==> config.mk <==
export PLATFORM = sky130hd
export DESIGN_NAME = dma_block_splitter
export DESIGN_NICKNAME = d
export VERILOG_FILES = /design/src/rtl/dma_split_pkg.sv /design/src/rtl/dma_chunk_calc.sv /design/src/rtl/dma_read_pack.sv /design/src/rtl/dma_block_splitter.sv
export SDC_FILE = /design/constraint.sdc
export NUM_CORES = 2
export LEC_CHECK = 0
export BUFFER_PORTS_ARGS = -buffer_cell sky130_fd_sc_hd__buf_4
export CAP_MARGIN = 10
export CORE_AREA = 2 2 534 536
export CTS_BUF_LIST = sky130_fd_sc_hd__clkbuf_2 sky130_fd_sc_hd__clkbuf_4 sky130_fd_sc_hd__clkbuf_8
export CTS_CLUSTER_SIZE = 28
export DETAILED_ROUTE_END_ITERATION = 10
export DIE_AREA = 0 0 536 538
export PLACE_DENSITY = 0.57
export SLEW_MARGIN = 20
export SYNTH_ARGS = -nofsm -noshare
export SYNTH_HDL_FRONTEND = slang
export SYNTH_HIERARCHICAL = 1
export SYNTH_SLANG_ARGS = --single-unit
export TNS_END_PERCENT = 10
==> constraint.sdc <==
create_clock -name clk -period 52.8 [get_ports clk]
set_clock_uncertainty 0.05 [all_clocks]
set_input_delay 13.2 -clock clk [delete_from_list [all_inputs] [get_ports clk]]
set_output_delay 13.2 -clock clk [all_outputs]
set_load 0.02 [all_outputs]
==> src/rtl/dma_split_pkg.sv <==
package dma_split_pkg;

  typedef enum logic [2:0] {
    KIND_NONE  = 3'd0,
    KIND_READ  = 3'd1,
    KIND_WRITE = 3'd2,
    KIND_FETCH = 3'd3,
    KIND_LKRD  = 3'd4,
    KIND_LKWR  = 3'd5
  } xfer_kind_e;

  typedef enum logic [1:0] {
    ST_IDLE  = 2'd0,
    ST_ISSUE = 2'd1,
    ST_WAIT  = 2'd2
  } split_st_e;

endpackage

==> src/rtl/dma_chunk_calc.sv <==
module dma_chunk_calc #(
  parameter int ADDR_W    = 32,
  parameter int BLK_BYTES = 16,
  parameter int LEN_W     = 7,
  localparam int OFS_W    = $clog2(BLK_BYTES),
  localparam int CL_W     = $clog2(BLK_BYTES + 1)
) (
  input  logic [ADDR_W-1:0] base_addr,
  input  logic [LEN_W-1:0]  total_len,
  input  logic [LEN_W-1:0]  done_bytes,
  output logic [ADDR_W-1:0] ch_addr,
  output logic [OFS_W-1:0]  ch_ofs,
  output logic [CL_W-1:0]   ch_len
);

  localparam int CW = ((LEN_W > CL_W) ? LEN_W : CL_W) + 1;

  logic          first;
  logic [CW-1:0] room;
  logic [CW-1:0] remain;
  logic [CW-1:0] pick;

  always_comb begin
    first   = (done_bytes == '0);
    ch_ofs  = first ? base_addr[OFS_W-1:0] : '0;
    ch_addr = base_addr + ADDR_W'(done_bytes);
    room    = CW'(BLK_BYTES) - CW'(ch_ofs);
    remain  = CW'(total_len) - CW'(done_bytes);
    pick    = (remain < room) ? remain : room;
    ch_len  = pick[CL_W-1:0];
  end

endmodule

==> src/rtl/dma_read_pack.sv <==
module dma_read_pack #(
  parameter int BLK_BYTES = 16,
  parameter int BUF_BYTES = 64,
  parameter int LEN_W     = 7,
  localparam int OFS_W    = $clog2(BLK_BYTES),
  localparam int BLK_W    = BLK_BYTES * 8,
  localparam int BUF_W    = BUF_BYTES * 8
) (
  input  logic [BLK_W-1:0] blk_data,
  input  logic [OFS_W-1:0] src_ofs,
  input  logic [LEN_W-1:0] dst_pos,
  input  logic [LEN_W-1:0] cnt,
  output logic [BUF_W-1:0] put_data,
  output logic [BUF_W-1:0] put_mask
);

  logic [BLK_W-1:0] aligned;
  logic [LEN_W:0]   lim;

  always_comb begin
    aligned  = blk_data >> {src_ofs, 3'b000};
    put_data = BUF_W'(aligned) << {dst_pos, 3'b000};
    lim      = {1'b0, dst_pos} + {1'b0, cnt};
  end

  for (genvar j = 0; j < BUF_BYTES; j++) begin : g_mask
    assign put_mask[8*j +: 8] =
      ((LEN_W+1)'(j) >= {1'b0, dst_pos} && (LEN_W+1)'(j) < lim) ? 8'hFF : 8'h00;
  end

endmodule

==> src/rtl/dma_block_splitter.sv <==
module dma_block_splitter
  import dma_split_pkg::*;
#(
  parameter int ADDR_W    = 32,
  parameter int BLK_BYTES = 16,
  parameter int BUF_BYTES = 64,
  parameter int ID_W      = 4,
  localparam int OFS_W    = $clog2(BLK_BYTES),
  localparam int CL_W     = $clog2(BLK_BYTES + 1),
  localparam int LEN_W    = $clog2(BUF_BYTES + 1),
  localparam int BLK_W    = BLK_BYTES * 8,
  localparam int BUF_W    = BUF_BYTES * 8
) (
  input  logic              clk,
  input  logic              rst_n,
  input  logic              start_valid,
  input  logic [2:0]        start_kind,
  input  logic [ADDR_W-1:0] start_addr,
  input  logic [LEN_W-1:0]  start_len,
  input  logic [BUF_W-1:0]  start_wdata,
  output logic              start_ok,
  output logic              start_err,
  output logic [ID_W-1:0]   start_id,
  output logic              busy,
  output logic              req_valid,
  input  logic              req_ready,
  output logic [ADDR_W-1:0] req_addr,
  output logic [OFS_W-1:0]  req_offset,
  output logic [CL_W-1:0]   req_len,
  output logic              req_write,
  output logic [BLK_W-1:0]  req_wdata,
  input  logic              rsp_data_valid,
  input  logic [BLK_W-1:0]  rsp_data,
  input  logic              rsp_ack,
  output logic [BUF_W-1:0]  rd_buf,
  output logic              done,
  output logic [ID_W-1:0]   done_id
);

  split_st_e         st_q, st_d;
  logic [ADDR_W-1:0] addr_q;
  logic [LEN_W-1:0]  len_q;
  logic              wr_q;
  logic [ID_W-1:0]   id_q, id_ctr_q, id_ctr_d;
  logic [LEN_W-1:0]  iss_q, iss_d, cmp_q, cmp_d;
  logic [BUF_W-1:0]  wbuf_q, rbuf_q, rbuf_d;
  logic              done_q, done_d;
  logic [ID_W-1:0]   done_id_q;

  logic              kind_ok, len_ok, rsp_hit, last_chunk;
  logic [ADDR_W-1:0] ch_addr;
  logic [OFS_W-1:0]  ch_ofs;
  logic [CL_W-1:0]   ch_len;
  logic [BUF_W-1:0]  wshift, put_data, put_mask;
  logic [LEN_W-1:0]  rd_cnt;

  // start-side decode
  always_comb begin
    kind_ok   = (start_kind == KIND_READ) || (start_kind == KIND_WRITE);
    len_ok    = (start_len != '0) && (start_len <= LEN_W'(BUF_BYTES));
    start_ok  = start_valid && (st_q == ST_IDLE) && kind_ok && len_ok;
    start_err = start_valid && !start_ok;
    start_id  = id_ctr_q;
  end

  dma_chunk_calc #(
    .ADDR_W    (ADDR_W),
    .BLK_BYTES (BLK_BYTES),
    .LEN_W     (LEN_W)
  ) u_chunk (
    .base_addr  (addr_q),
    .total_len  (len_q),
    .done_bytes (cmp_q),
    .ch_addr    (ch_addr),
    .ch_ofs     (ch_ofs),
    .ch_len     (ch_len)
  );

  // write slice: bytes from the completed position, lane 0 upward
  assign wshift = wbuf_q >> {cmp_q, 3'b000};
  for (genvar b = 0; b < BLK_BYTES; b++) begin : g_wlane
    assign req_wdata[8*b +: 8] = (CL_W'(b) < ch_len) ? wshift[8*b +: 8] : 8'h00;
  end

  assign rd_cnt = iss_q - cmp_q;

  dma_read_pack #(
    .BLK_BYTES (BLK_BYTES),
    .BUF_BYTES (BUF_BYTES),
    .LEN_W     (LEN_W)
  ) u_pack (
    .blk_data (rsp_data),
    .src_ofs  (ch_ofs),
    .dst_pos  (cmp_q),
    .cnt      (rd_cnt),
    .put_data (put_data),
    .put_mask (put_mask)
  );

  always_comb begin
    req_valid  = (st_q == ST_ISSUE);
    req_addr   = ch_addr;
    req_offset = ch_ofs;
    req_len    = ch_len;
    req_write  = wr_q;
    busy       = (st_q != ST_IDLE);
    rd_buf     = rbuf_q;
    done       = done_q;
    done_id    = done_id_q;
    rsp_hit    = (st_q == ST_WAIT) && (wr_q ? rsp_ack : rsp_data_valid);
    last_chunk = (iss_q == len_q);
  end

  // next state
  always_comb begin
    st_d     = st_q;
    iss_d    = iss_q;
    cmp_d    = cmp_q;
    done_d   = 1'b0;
    id_ctr_d = id_ctr_q;
    rbuf_d   = rbuf_q;
    unique case (st_q)
      ST_IDLE: begin
        if (start_ok) begin
          st_d     = ST_ISSUE;
          iss_d    = '0;
          cmp_d    = '0;
          id_ctr_d = id_ctr_q + 1'b1;
        end
      end
      ST_ISSUE: begin
        if (req_ready) begin
          iss_d = iss_q + LEN_W'(ch_len);
          st_d  = ST_WAIT;
        end
      end
      ST_WAIT: begin
        if (rsp_hit) begin
          cmp_d = iss_q;
          if (!wr_q) rbuf_d = (rbuf_q & ~put_mask) | (put_data & put_mask);
          if (last_chunk) begin
            st_d   = ST_IDLE;
            done_d = 1'b1;
          end else begin
            st_d = ST_ISSUE;
          end
        end
      end
      default: st_d = ST_IDLE;
    endcase
  end

  // control registers
  always_ff @(posedge clk or negedge rst_n) begin
    if (!rst_n) begin
      st_q      <= ST_IDLE;
      iss_q     <= '0;
      cmp_q     <= '0;
      done_q    <= 1'b0;
      done_id_q <= '0;
      id_ctr_q  <= '0;
      rbuf_q    <= '0;
    end else begin
      st_q     <= st_d;
      iss_q    <= iss_d;
      cmp_q    <= cmp_d;
      done_q   <= done_d;
      id_ctr_q <= id_ctr_d;
      rbuf_q   <= rbuf_d;
      if (done_d) done_id_q <= id_q;
    end
  end

  // transfer descriptor, loaded on acceptance only
  always_ff @(posedge clk) begin
    if (start_ok) begin
      addr_q <= start_addr;
      len_q  <= start_len;
      wr_q   <= (start_kind == KIND_WRITE);
      wbuf_q <= start_wdata;
      id_q   <= id_ctr_q;
    end
  end

  // no acceptance while a transfer is active
  p_busy_refuse_r1: assert property (@(posedge clk) disable iff (!rst_n)
    busy |-> !start_ok);

  // acceptance makes the block busy on the next cycle
  p_busy_rise_r2: assert property (@(posedge clk) disable iff (!rst_n)
    start_ok |=> busy);

  // a chunk never runs past its block and is never empty
  p_fit_r3: assert property (@(posedge clk) disable iff (!rst_n)
    req_valid |-> (req_len != '0) && (int'(req_offset) + int'(req_len) <= BLK_BYTES));

  // later chunks start on a block boundary
  p_aligned_r4: assert property (@(posedge clk) disable iff (!rst_n)
    (req_valid && cmp_q != '0) |-> (req_offset == '0) && (req_addr[OFS_W-1:0] == '0));

  // request held while not taken
  p_hold_r5: assert property (@(posedge clk) disable iff (!rst_n)
    (req_valid && !req_ready) |=> req_valid && $stable(req_addr) &&
                                  $stable(req_len) && $stable(req_offset));

  // one chunk in flight: handshake drops the request
  p_single_r5: assert property (@(posedge clk) disable iff (!rst_n)
    (req_valid && req_ready) |=> !req_valid);

  // completed bytes never pass issued bytes
  p_order_r5: assert property (@(posedge clk) disable iff (!rst_n)
    cmp_q <= iss_q);

  // completion is a single pulse while idle
  p_done_pulse_r9: assert property (@(posedge clk) disable iff (!rst_n)
    done |=> !done);
  p_done_idle_r9: assert property (@(posedge clk) disable iff (!rst_n)
    done |-> !busy && !req_valid);

endmodule

==> impl_results.md <==
- Max_slew headroom: 10.3%
- CP max stage cell: buf_4
- Hold buffers post-CTS: 0
- Vias in the first global route: 87,748
- Arrival time at the worst endpoint: 15.25 ns
- Clk slew on worst S/H paths: 0.06 ns
- Outcome: finished clean
- Total CTS buffers: 201
- Final period util: 54.0%
- Total Neg Setup Slack: 0 ns
- RSZ-0062 raised after global routing: false
- Layout cells sized above 1: 35.5%
- Cell with the most instances after synthesis: nand2_1
- First-pass GRT wire length: 791 mm
- Crit path top cell by count: buf_4
- CP endpoint kind: output pin
- Avg Synthesized Cell Area: 10.1 um^2
- Fmax: 35.1 MHz
- Die W: 536 um
- Number of routed nets with antenna violations: 0
- Hold Fails Final Rpt: 0
- Routed vias/inst: 6.66
- Netlist cell types: 125
- Initial antenna violation count: 93
- Final Max Tran Viols: 0
- Post-Syn Instances: 9,203
- Sequential-to-total area share from yosys stat: 32.5%
- Total gr overflow: 0
- CTS root buf: clkbuf_8
- Ys async rst share: 49.1%
- Synth Warn #: 6
- Gp weighted congestion: 1.05
- IO Count: 1,383
- Fin crit period: 28.50 ns
- IO buf count: 1,382
- DRC: 0
- Die Ht: 538 um
- CP top delay family: buffers and inverters
- DRT Wirelength: 602 mm
- Endpoints failing setup: 0
- Least-Margin Pin Slew: 1.34 ns
- Clock sinks: 1,093
- Yosys top cell by area: edfxtp_1
- DR pass1 iterations: 9
- Core ar.: 283,000 um^2
- Critical path's largest stage delay: 0.54 ns
- Crit path cell chain: buf_4 > nor4_1 > nand3_1 > a2111oi_4 > buf_4 > buf_4
- Via count: 92,270
- Post-synth top area share: 18.0%
- Post-synth EDFFs: 556
- Synth top cells by count: nand2_1 (1,446), mux2_2 (767), mux2i_1 (623), edfxtp_1 (556), nor2_1 (543)
- WS Path Type: input pin to output pin
- Post-Syn Area: 92,600 um^2
- Wire per inst: 43.4 um
- Site row count: 196
- Worst skew pair latency: 1.07 ns
- Postcts setup bufs: 0
- Post-layout nets: 10,628
- Main synth FF type: edfxtp_1
- Final Util: 38.1%
- Buf/Inv on CP: 3
- Area delta synth->final: 16.4%
- Total die area: 288,000 um^2
- #FFs+latches synth: 1,093
- Total track usage: 40.0%
- CP required: 39.55 ns
- Clk buf depth: 4
- Syn nets: 9,934
- Largest cells by area after synthesis: edfxtp_1 (18%), dfrtp_1 (15%), mux4_2 (12%)
- CTS tree: built
- Detailed Place HPWL: 462 mm
- Largest net degree at the start of global routing: 151
- HP Class: flip-flop to flip-flop
- Max-cap check violation count: 0
- Starting density of the core: 32.7%
- Initial DRC count: 13,553
- CP max FO: 40
- Post-cts gate resize count: 0
- Critical path launch point type: input pin
- H-tree levels: 4
[area by class of cell]
cell class	instances	area (um^2)
Clock buffer	277	3520
Tap cell	3762	4710
Timing Repair Buffer	1708	13000
Sequential cell	1093	30200
Clock inverter	76	721
Antenna cell	53	133
Multi-Input combinational cell	6823	55300
Fill cell	28540	175000
Inverter	70	300
[cells by family (layout without fill, tap and decap cells)]
kind of cell	Yosys count	after routing	synth area share, %
buf+inv	1287	2131	8.46
flops	1093	1093	32.5
other cells	0	53	0
compound gates	2191	2191	16.6
fa+ha+maj	43	43	0.621
mux	1923	1923	29.1
simple gates	2606	2606	12.1
xor+xnor	60	60	0.567
[stage by stage]
step,hold WS (ns),worst slack [ns],area [um^2],cells
3_5_place_dp,0.416,24.33,103000,13449
6_report,0.424,24.30,108000,13862
5_1_grt,0.430,24.18,108000,13828
4_1_cts,0.424,24.31,108000,13802
2_1_floorplan,0.404,7.81,92600,9203
3_3_place_gp,0.407,24.28,103000,13448
[layout by cell type (no fill, tap or decap), drive strengths merged, types with 51 or more instances in the layout]
cell | netlist | routed
o211ai | 85 | 85
and2 | 72 | 72
a31oi | 92 | 92
mux2i | 626 | 626
a22oi | 110 | 110
a21oi | 384 | 384
o21ai | 327 | 327
nand3 | 142 | 142
diode | 0 | 53
clkbuf | 356 | 278
o22ai | 302 | 302
and3 | 51 | 51
clkinv | 2 | 55
mux2 | 771 | 771
nor3 | 101 | 101
a221oi | 75 | 75
buf | 861 | 1707
nand2 | 1446 | 1446
edfxtp | 556 | 556
o221ai | 140 | 140
inv | 68 | 73
mux4 | 526 | 526
nor2 | 549 | 549
dfrtp | 537 | 537
a211oi | 117 | 117
[layer usage]
layer,global-route usage (%),share of wire (%)
met5,0,0.064
met4,28.5,8.6
met3,12.7,11
met2,62.0,44
met1,46.9,36
[path summary, 6_finish.rpt]
| check | startpoint | end | slack [ns] | cells after the start |
|---|---|---|---|---|
| max in group asynchronous | rst_n | asynchronous set/reset pin | 37.48 | 4 |
| worst max-delay path | start_len[1] | start_ok | 24.30 | 6 |
| min in group asynchronous | rst_n | asynchronous set/reset pin | 12.11 | 1 |
| worst max register to register | cmp_q[5]$_DFFE_PN0P_ | flip-flop | 44.77 | 14 |
| worst min register to register | id_q[1]$_DFFE_PP_ | done_id[1]$_DFFE_PN0P_ | 0.42 | 1 |
| worst min-delay path | id_q[1]$_DFFE_PP_ | done_id[1]$_DFFE_PN0P_ | 0.42 | 1 |
Power is not shown: default switching activity piles up to over one toggle a cycle in this logic, so the estimate is an artifact.
